--- src/rtl/fwft_chain_pkg.sv ---
package fwft_chain_pkg;

    // Output-side state of one stage
    typedef enum logic [1:0] {
        ST_EMPTY   = 2'd0,
        ST_WAKE1   = 2'd1,
        ST_WAKE2   = 2'd2,
        ST_PRESENT = 2'd3
    } out_state_t;

endpackage

--- src/rtl/fwft_stage_mem.sv ---
module fwft_stage_mem #(
    parameter  int DATA_W = 9,
    parameter  int DEPTH  = 8,
    localparam int PTR_W  = (DEPTH > 1) ? $clog2(DEPTH) : 1,
    localparam int CNT_W  = $clog2(DEPTH + 1)
) (
    input  logic              clk,
    input  logic              rst,
    input  logic              push,
    input  logic [DATA_W-1:0] push_data,
    input  logic              pop,
    output logic [DATA_W-1:0] pop_data,
    output logic [CNT_W-1:0]  count
);

    logic [DATA_W-1:0] store [DEPTH];
    logic [PTR_W-1:0]  wr_ptr;
    logic [PTR_W-1:0]  rd_ptr;

    function automatic logic [PTR_W-1:0] bump(input logic [PTR_W-1:0] p);
        return (p == PTR_W'(DEPTH - 1)) ? '0 : p + 1'b1;
    endfunction

    assign pop_data = store[rd_ptr];

    always_ff @(posedge clk) begin
        if (push) begin
            store[wr_ptr] <= push_data;
        end
    end

    always_ff @(posedge clk) begin
        if (rst) begin
            wr_ptr <= '0;
            rd_ptr <= '0;
            count  <= '0;
        end else begin
            if (push) begin
                wr_ptr <= bump(wr_ptr);
            end
            if (pop) begin
                rd_ptr <= bump(rd_ptr);
            end
            count <= count + CNT_W'(push) - CNT_W'(pop);
        end
    end

endmodule

--- src/rtl/fwft_stage_ctrl.sv ---
module fwft_stage_ctrl
    import fwft_chain_pkg::*;
#(
    parameter  int DEPTH = 8,
    localparam int CNT_W = $clog2(DEPTH + 1),
    localparam int OCC_W = CNT_W + 1
) (
    input  logic             clk,
    input  logic             rst,
    input  logic             wr_n,
    input  logic             rd_n,
    input  logic [CNT_W-1:0] mem_cnt,
    output logic             push,
    output logic             pop,
    output logic             or_n,
    output logic             ir_n
);

    out_state_t       st_q;
    out_state_t       st_d;
    logic             free_d1;
    logic             free_d2;
    logic             ir_q;
    logic             rd_ok;
    logic             mem_any;
    logic [OCC_W-1:0] occ_nxt;

    assign mem_any = (mem_cnt != '0);
    assign push    = !wr_n && !ir_q;
    assign rd_ok   = !rd_n && (st_q == ST_PRESENT);

    // Next-state and buffer pop decision
    always_comb begin
        st_d = st_q;
        pop  = 1'b0;
        unique case (st_q)
            ST_EMPTY: begin
                if (mem_any) begin
                    st_d = ST_WAKE1;
                    pop  = 1'b1;
                end
            end
            ST_WAKE1: st_d = ST_WAKE2;
            ST_WAKE2: st_d = ST_PRESENT;
            ST_PRESENT: begin
                if (rd_ok) begin
                    if (mem_any) begin
                        pop = 1'b1;
                    end else begin
                        st_d = ST_EMPTY;
                    end
                end
            end
        endcase
    end

    // Stored words after this edge: buffer plus the output register
    assign occ_nxt = OCC_W'(mem_cnt) + OCC_W'(push) - OCC_W'(pop)
                   + OCC_W'(st_d != ST_EMPTY);

    // State register
    always_ff @(posedge clk) begin
        if (rst) begin
            st_q <= ST_EMPTY;
        end else begin
            st_q <= st_d;
        end
    end

    // Flag outputs: full asserts at once, a freed slot shows two edges later
    always_ff @(posedge clk) begin
        if (rst) begin
            free_d1 <= 1'b1;
            free_d2 <= 1'b1;
            ir_q    <= 1'b0;
        end else begin
            free_d1 <= (occ_nxt < OCC_W'(DEPTH));
            free_d2 <= free_d1;
            ir_q    <= !((occ_nxt < OCC_W'(DEPTH)) && free_d2);
        end
    end

    assign or_n = (st_q != ST_PRESENT);
    assign ir_n = ir_q;

endmodule

--- src/rtl/fwft_stage.sv ---
module fwft_stage #(
    parameter  int DATA_W = 9,
    parameter  int DEPTH  = 8,
    localparam int CNT_W  = $clog2(DEPTH + 1)
) (
    input  logic              clk,
    input  logic              rst,
    input  logic [DATA_W-1:0] din,
    input  logic              wr_n,
    output logic              ir_n,
    output logic [DATA_W-1:0] dout,
    input  logic              rd_n,
    output logic              or_n
);

    logic              push;
    logic              pop;
    logic [DATA_W-1:0] head;
    logic [CNT_W-1:0]  cnt;
    logic [DATA_W-1:0] out_q;

    fwft_stage_mem #(.DATA_W(DATA_W), .DEPTH(DEPTH)) u_mem (
        .clk       (clk),
        .rst       (rst),
        .push      (push),
        .push_data (din),
        .pop       (pop),
        .pop_data  (head),
        .count     (cnt)
    );

    fwft_stage_ctrl #(.DEPTH(DEPTH)) u_ctrl (
        .clk     (clk),
        .rst     (rst),
        .wr_n    (wr_n),
        .rd_n    (rd_n),
        .mem_cnt (cnt),
        .push    (push),
        .pop     (pop),
        .or_n    (or_n),
        .ir_n    (ir_n)
    );

    // Output holding register, loaded on every pop
    always_ff @(posedge clk) begin
        if (rst) begin
            out_q <= '0;
        end else if (pop) begin
            out_q <= head;
        end
    end

    assign dout = out_q;

endmodule

--- src/rtl/fwft_chain.sv ---
module fwft_chain #(
    parameter int DATA_W      = 9,
    parameter int N_STAGES    = 2,
    parameter int STAGE_DEPTH = 8
) (
    input  logic              clk,
    input  logic              rst,
    input  logic [DATA_W-1:0] din,
    input  logic              wr_n,
    output logic              in_rdy_n,
    output logic [DATA_W-1:0] dout,
    input  logic              rd_n,
    output logic              out_rdy_n
);

    logic [DATA_W-1:0] st_dout [N_STAGES];
    logic              st_or_n [N_STAGES];
    logic              st_ir_n [N_STAGES];

    for (genvar k = 0; k < N_STAGES; k++) begin : g_stage
        logic [DATA_W-1:0] s_din;
        logic              s_wr_n;
        logic              s_rd_n;

        if (k == 0) begin : g_head
            assign s_din  = din;
            assign s_wr_n = wr_n;
        end else begin : g_link_in
            assign s_din  = st_dout[k-1];
            assign s_wr_n = st_or_n[k-1];
        end

        if (k == N_STAGES - 1) begin : g_tail
            assign s_rd_n = rd_n;
        end else begin : g_link_out
            assign s_rd_n = st_ir_n[k+1];
        end

        fwft_stage #(.DATA_W(DATA_W), .DEPTH(STAGE_DEPTH)) u_stage (
            .clk  (clk),
            .rst  (rst),
            .din  (s_din),
            .wr_n (s_wr_n),
            .ir_n (st_ir_n[k]),
            .dout (st_dout[k]),
            .rd_n (s_rd_n),
            .or_n (st_or_n[k])
        );
    end

    assign in_rdy_n  = st_ir_n[0];
    assign dout      = st_dout[N_STAGES-1];
    assign out_rdy_n = st_or_n[N_STAGES-1];

endmodule

--- config.mk ---
export PLATFORM = sky130hd
export DESIGN_NAME = fwft_chain
export DESIGN_NICKNAME = d
export VERILOG_FILES = /design/src/rtl/fwft_chain_pkg.sv /design/src/rtl/fwft_stage_mem.sv /design/src/rtl/fwft_stage_ctrl.sv /design/src/rtl/fwft_stage.sv /design/src/rtl/fwft_chain.sv
export SDC_FILE = /design/constraint.sdc
export NUM_CORES = 1
export LEC_CHECK = 0
export ABC_AREA = 1
export ABC_CLOCK_PERIOD_IN_PS = 5900
export BUFFER_PORTS_ARGS = -buffer_cell sky130_fd_sc_hd__clkbuf_2
export CELL_PAD_IN_SITES_DETAIL_PLACEMENT = 1
export CELL_PAD_IN_SITES_GLOBAL_PLACEMENT = 2
export CORE_UTILIZATION = 41
export DETAILED_ROUTE_END_ITERATION = 12
export PLACE_DENSITY = 0.87
export SETUP_SLACK_MARGIN = 0.1
export SLEW_MARGIN = 5
export SYNTH_ARGS = -nofsm -noshare
export SYNTH_HDL_FRONTEND = slang
export SYNTH_SLANG_ARGS = --single-unit
export TNS_END_PERCENT = 20
--- constraint.sdc ---
create_clock -name clk -period 5.9 [get_ports clk]
set_clock_uncertainty 0.1 [all_clocks]
set_input_delay 1.18 -clock clk [delete_from_list [all_inputs] [get_ports clk]]
set_output_delay 1.18 -clock clk [all_outputs]
set_load 0.05 [all_outputs]
==> metrics.log <==
[metrics] run status: complete, no violations
[metrics] depth of the most critical reg-to-reg path: 18
[metrics] final weighted congestion of routability-driven global placement: 0.732
[metrics] ratio of routed vias to standard cells: 5.19
[metrics] GRT Resource Usage Total: 18.6%
[metrics] number of global-route vias before repair: 5,745
[metrics] Max transition margin: 16.2%
[metrics] clock tree from TritonCTS: built
[metrics] start point of the critical path: rd_n
[metrics] gate count of the mapped netlist: 737
[metrics] RSZ-0062 raised after global routing: no
[metrics] total DRC errors in the routed layout: 0
[metrics] starting density of the core: 41.8%
[metrics] count leader, synth: sky130_fd_sc_hd__nor2_1
[metrics] VDD IR-drop max: 0.218 mV
[metrics] transition time at the pin with the least slew margin: 1.25 ns
[metrics] slowest cell delay on critical path: 0.32 ns
[metrics] number of library cell types mapped by synthesis: 32
[metrics] maximum root-to-sink buffer count: 2
[metrics] number of register bits inferred by synthesis: 192
[metrics] clock latency reported for the late side of the worst-skew pair: 0.43 ns
[metrics] clock buffers created by TritonCTS: 17
[metrics] worst hold slack: 0.323 ns
[metrics] leakage power total: 3.27 nW
[metrics] Buf+Inv Stages, Crit Path: 3
[metrics] count of flip-flops with a built-in enable after synthesis: 144
[metrics] Crit. End Element: flip-flop
[metrics] CTS-repair resized insts: 0
[metrics] Crit path depth: 19
[metrics] reg-to-reg critical path startpoint: g_stage[1].u_stage.u_ctrl.st_q[0]$_SDFF_PP0_
[metrics] clock transition at the registers of the reported paths: 0.07 ns
[metrics] net count after synthesis: 786
[metrics] clock sinks: 192
[metrics] count of buffers from port buffering: 23
[metrics] vias post-DR: 5,340
[metrics] average detailed-routed wire length per instance: 16.8 um
[metrics] minimum clock period: 3.11 ns
[metrics] fin nets: 799
[metrics] total length of routed wires: 17,300 um
[metrics] root buffer cell: sky130_fd_sc_hd__clkbuf_16
[metrics] Sum Neg Setup Slack: 0 ns
[metrics] critical-path cell list: clkbuf_2, nor2_1, nor2_1, nor2_1, nand2_1, inv_2, ha_1, inv_1, ha_1, nand3_1, nand2_1, nand2_1, nand2_1, nand2_1, nand2_1, nand2_1, nand3_1, nand2_1, nand2_1
[metrics] syn_area_per_cell: 11.1 sq um
[metrics] fraction of the yosys area taken by sequential cells: 64.7%
[metrics] Primary FF master, synth: sky130_fd_sc_hd__edfxtp_1
[metrics] reg-to-reg critical path endpoint: g_stage[1].u_stage.u_ctrl.ir_n$_SDFF_PP0_
[metrics] cell mode on critical path: sky130_fd_sc_hd__nand2_1
[metrics] Async SR Flop Fraction: 0%
[metrics] Pins Over Slew Limit: 0
[metrics] detailed placement HPWL: 11,600 um
[metrics] count of routing violations after the opening detailed-route iteration: 263
[metrics] Overflow after GRT: 0
[metrics] Antenna Cells: 0
[metrics] number of nets still failing antenna checks after routing: 0
[metrics] number of top-level pins: 24
[metrics] Setup Crit Path Kind: in2reg
[metrics] leading post-synthesis cells by cell area: sky130_fd_sc_hd__edfxtp_1 53%, sky130_fd_sc_hd__dfxtp_1 12%, sky130_fd_sc_hd__nor2_1 6.9%
[metrics] wire length of the first global-routing pass: 28,600 um
[metrics] maximum fanout encountered on the critical timing path: 16
[metrics] end of the critical path: g_stage[1].u_stage.u_ctrl.ir_n$_SDFF_PP0_
[metrics] vertical die dimension: 143 um
[metrics] power density over cell area: 498 nW/um^2
[metrics] Core Footprint: 19,500 sq um
[metrics] Worst Path Arrival: 3.34 ns
[metrics] area share of the leading cell type in the synthesized netlist: 52.9%
[metrics] H-tree levels: 4
[metrics] number of max-cap violations: 0
[metrics] Netlist Area Pre-Place: 8170 sq um
[metrics] type of the tightest min-delay check: reg2reg
[metrics] count of TritonRoute iterations in the first routing pass: 4
[metrics] die area: 20,500 sq um
[metrics] final worst setup slack: 2.79 ns
[metrics] Area Growth Syn to Fin: 10.1%
[metrics] cell accounting for the most synthesized area: sky130_fd_sc_hd__edfxtp_1
[metrics] width of the die: 143 um
[metrics] Warnings, synthesis: 0
[metrics] Critical Path RT: 6.13 ns
[metrics] most numerous cell types in the synthesized netlist: 151 x sky130_fd_sc_hd__nor2_1, 144 x sky130_fd_sc_hd__edfxtp_1, 71 x sky130_fd_sc_hd__o21ai_0
[metrics] row cnt: 51
[metrics] fraction of layout cells with a size suffix above 1: 9.04%
[metrics] worst reg-to-reg setup slack: 2.96 ns
[metrics] dpl cells: 996
[metrics] buffers inserted during post-CTS setup optimization: 0
[metrics] timing-limited maximum frequency: 322 MHz
[metrics] final cell count without fillers: 1,028
[metrics] initial antenna violation count: 0
[metrics] final cycle utilization of the critical path: 52.7%
[metrics] number of buffers added to fix hold violations after cts: 0
[metrics] family with the most delay on the worst path: simple AND/OR/NAND/NOR gates
[metrics] Final Hold Fails: 0
[metrics] power consumption: 4.48 mW
[metrics] number of setup violations in the final report: 0
[metrics] critical path's slowest cell: sky130_fd_sc_hd__nand2_1
[metrics] Setup Slack @ Placement: 2.32 ns
[metrics] maximum number of pins on one net before global-route repair: 40
[metrics] Critical Path Source Type: input port
per-stage QoR:
| stage | area (sq um) | util [%] |
|---|---|---|
| 2_1_floorplan | 8170 | - |
| 3_3_place_gp | 8410 | 43.1 |
| 3_5_place_dp | 8410 | 43.1 |
| 4_1_cts | 8990 | 46.1 |
| 5_1_grt | 8990 | 46.1 |
| 6_report | 8990 | 46.1 |
worst reg2reg max path: stages, from the launching register on:
cell and delay [ns]:
sky130_fd_sc_hd__dfxtp_1 0.39, sky130_fd_sc_hd__inv_1 0.11, sky130_fd_sc_hd__ha_1 0.30, sky130_fd_sc_hd__nor2_1 0.10
sky130_fd_sc_hd__nand2_1 0.32, sky130_fd_sc_hd__inv_2 0.33, sky130_fd_sc_hd__ha_1 0.28, sky130_fd_sc_hd__inv_1 0.06
sky130_fd_sc_hd__ha_1 0.21, sky130_fd_sc_hd__nand3_1 0.08, sky130_fd_sc_hd__nand2_1 0.08, sky130_fd_sc_hd__nand2_1 0.07
sky130_fd_sc_hd__nand2_1 0.05, sky130_fd_sc_hd__nand2_1 0.07, sky130_fd_sc_hd__nand2_1 0.05, sky130_fd_sc_hd__nand2_1 0.06
sky130_fd_sc_hd__nand3_1 0.06, sky130_fd_sc_hd__nand2_1 0.08, sky130_fd_sc_hd__nand2_1 0.06
metal layers:
layer  wire length, um  part of all wire [%]  track usage (%)  up-vias
met1              7620                    44             21.4     2660
li1                  -                     -                -     2588
met2              9010                    52             33.8       76
met4               197                   1.1             6.73        0
met5                 0                     0                0        -
met3               483                   2.8             4.12       16
cell usage in the layout (no fill, tap or decap):
master / n
sky130_fd_sc_hd__a211oi_1: 4
sky130_fd_sc_hd__a21oi_1: 36
sky130_fd_sc_hd__a22oi_1: 2
sky130_fd_sc_hd__and3_1: 1
sky130_fd_sc_hd__buf_4: 3
sky130_fd_sc_hd__bufinv_16: 1
sky130_fd_sc_hd__clkbuf_1: 1
sky130_fd_sc_hd__clkbuf_16: 17
sky130_fd_sc_hd__clkbuf_2: 23
sky130_fd_sc_hd__clkbuf_8: 1
sky130_fd_sc_hd__clkinv_1: 2
sky130_fd_sc_hd__clkinv_4: 3
sky130_fd_sc_hd__clkinvlp_4: 1
sky130_fd_sc_hd__dfxtp_1: 48
sky130_fd_sc_hd__edfxtp_1: 144
sky130_fd_sc_hd__fa_1: 2
sky130_fd_sc_hd__ha_1: 34
sky130_fd_sc_hd__inv_1: 56
sky130_fd_sc_hd__inv_2: 1
sky130_fd_sc_hd__inv_4: 3
sky130_fd_sc_hd__inv_6: 4
sky130_fd_sc_hd__inv_8: 4
sky130_fd_sc_hd__nand2_1: 57
sky130_fd_sc_hd__nand2_2: 1
sky130_fd_sc_hd__nand3_1: 28
sky130_fd_sc_hd__nand4_1: 3
sky130_fd_sc_hd__nor2_1: 151
sky130_fd_sc_hd__nor2_2: 2
sky130_fd_sc_hd__nor3_1: 1
sky130_fd_sc_hd__o211a_1: 1
sky130_fd_sc_hd__o211ai_1: 36
sky130_fd_sc_hd__o21ai_0: 71
sky130_fd_sc_hd__o21ai_1: 13
sky130_fd_sc_hd__o22ai_1: 2
sky130_fd_sc_hd__or2_2: 5
sky130_fd_sc_hd__xor2_1: 1
report_power, final:
part	leakage (nW)	internal, mW	switching (mW)
clock	0.287	0.612	0.534
sequential	1.71	1.68	0.167
combinational	1.27	0.483	1.01
total	3.27	2.77	1.71
kinds of logic (layout without fill, tap and decap cells):
logic type	after synthesis	count (layout)	synth area share [%]
AND/OR/NAND/NOR	249	249	12.3
AO/OA/AOI/OAI	165	165	11.5
buffers and inverters	94	120	5.74
adder cells (fa/ha/maj)	36	36	5.70
XOR/XNOR	1	1	0.107
flip-flops	192	192	64.7
how the worst min path moves through the flow:
stage	start	endpoint	slack, ns	depth (start not counted)
global route	g_stage[0].u_stage.u_ctrl.free_d1$_SDFF_PP1_	g_stage[0].u_stage.u_ctrl.free_d2$_SDFF_PP1_	0.33	1
global placement	g_stage[0].u_stage.u_ctrl.free_d1$_SDFF_PP1_	g_stage[0].u_stage.u_ctrl.free_d2$_SDFF_PP1_	0.30	1
floorplan	g_stage[0].u_stage.u_ctrl.free_d1$_SDFF_PP1_	g_stage[0].u_stage.u_ctrl.free_d2$_SDFF_PP1_	0.29	1
detailed placement	g_stage[1].u_stage.u_ctrl.free_d1$_SDFF_PP1_	g_stage[1].u_stage.u_ctrl.free_d2$_SDFF_PP1_	0.30	1
finish	g_stage[0].u_stage.u_ctrl.free_d1$_SDFF_PP1_	g_stage[0].u_stage.u_ctrl.free_d2$_SDFF_PP1_	0.32	1
CTS	g_stage[0].u_stage.u_ctrl.free_d1$_SDFF_PP1_	g_stage[0].u_stage.u_ctrl.free_d2$_SDFF_PP1_	0.33	1
final cells by class:
cell class	instances	area (sq um)
Clock inverter	13	141
Multi-Input combinational cell	451	2410
Sequential cell	192	5290
Fill cell	2101	10500
Inverter	62	243
Timing Repair Buffer	26	138
Tap cell	265	332
Clock buffer	19	443
sequential cells by signal (all words and copies together), names as in the netlist, 4 cells and up:
signal and cells:
g_stage.u_stage.u_mem.count 8, g_stage.u_stage.u_mem.rd_ptr 6, g_stage.u_stage.u_mem.wr_ptr 6, g_stage.u_stage.u_mem.store 144, g_stage.u_stage.u_ctrl.st_q 4, g_stage.u_stage.dout 18
Power figures use the tool's default switching activity.
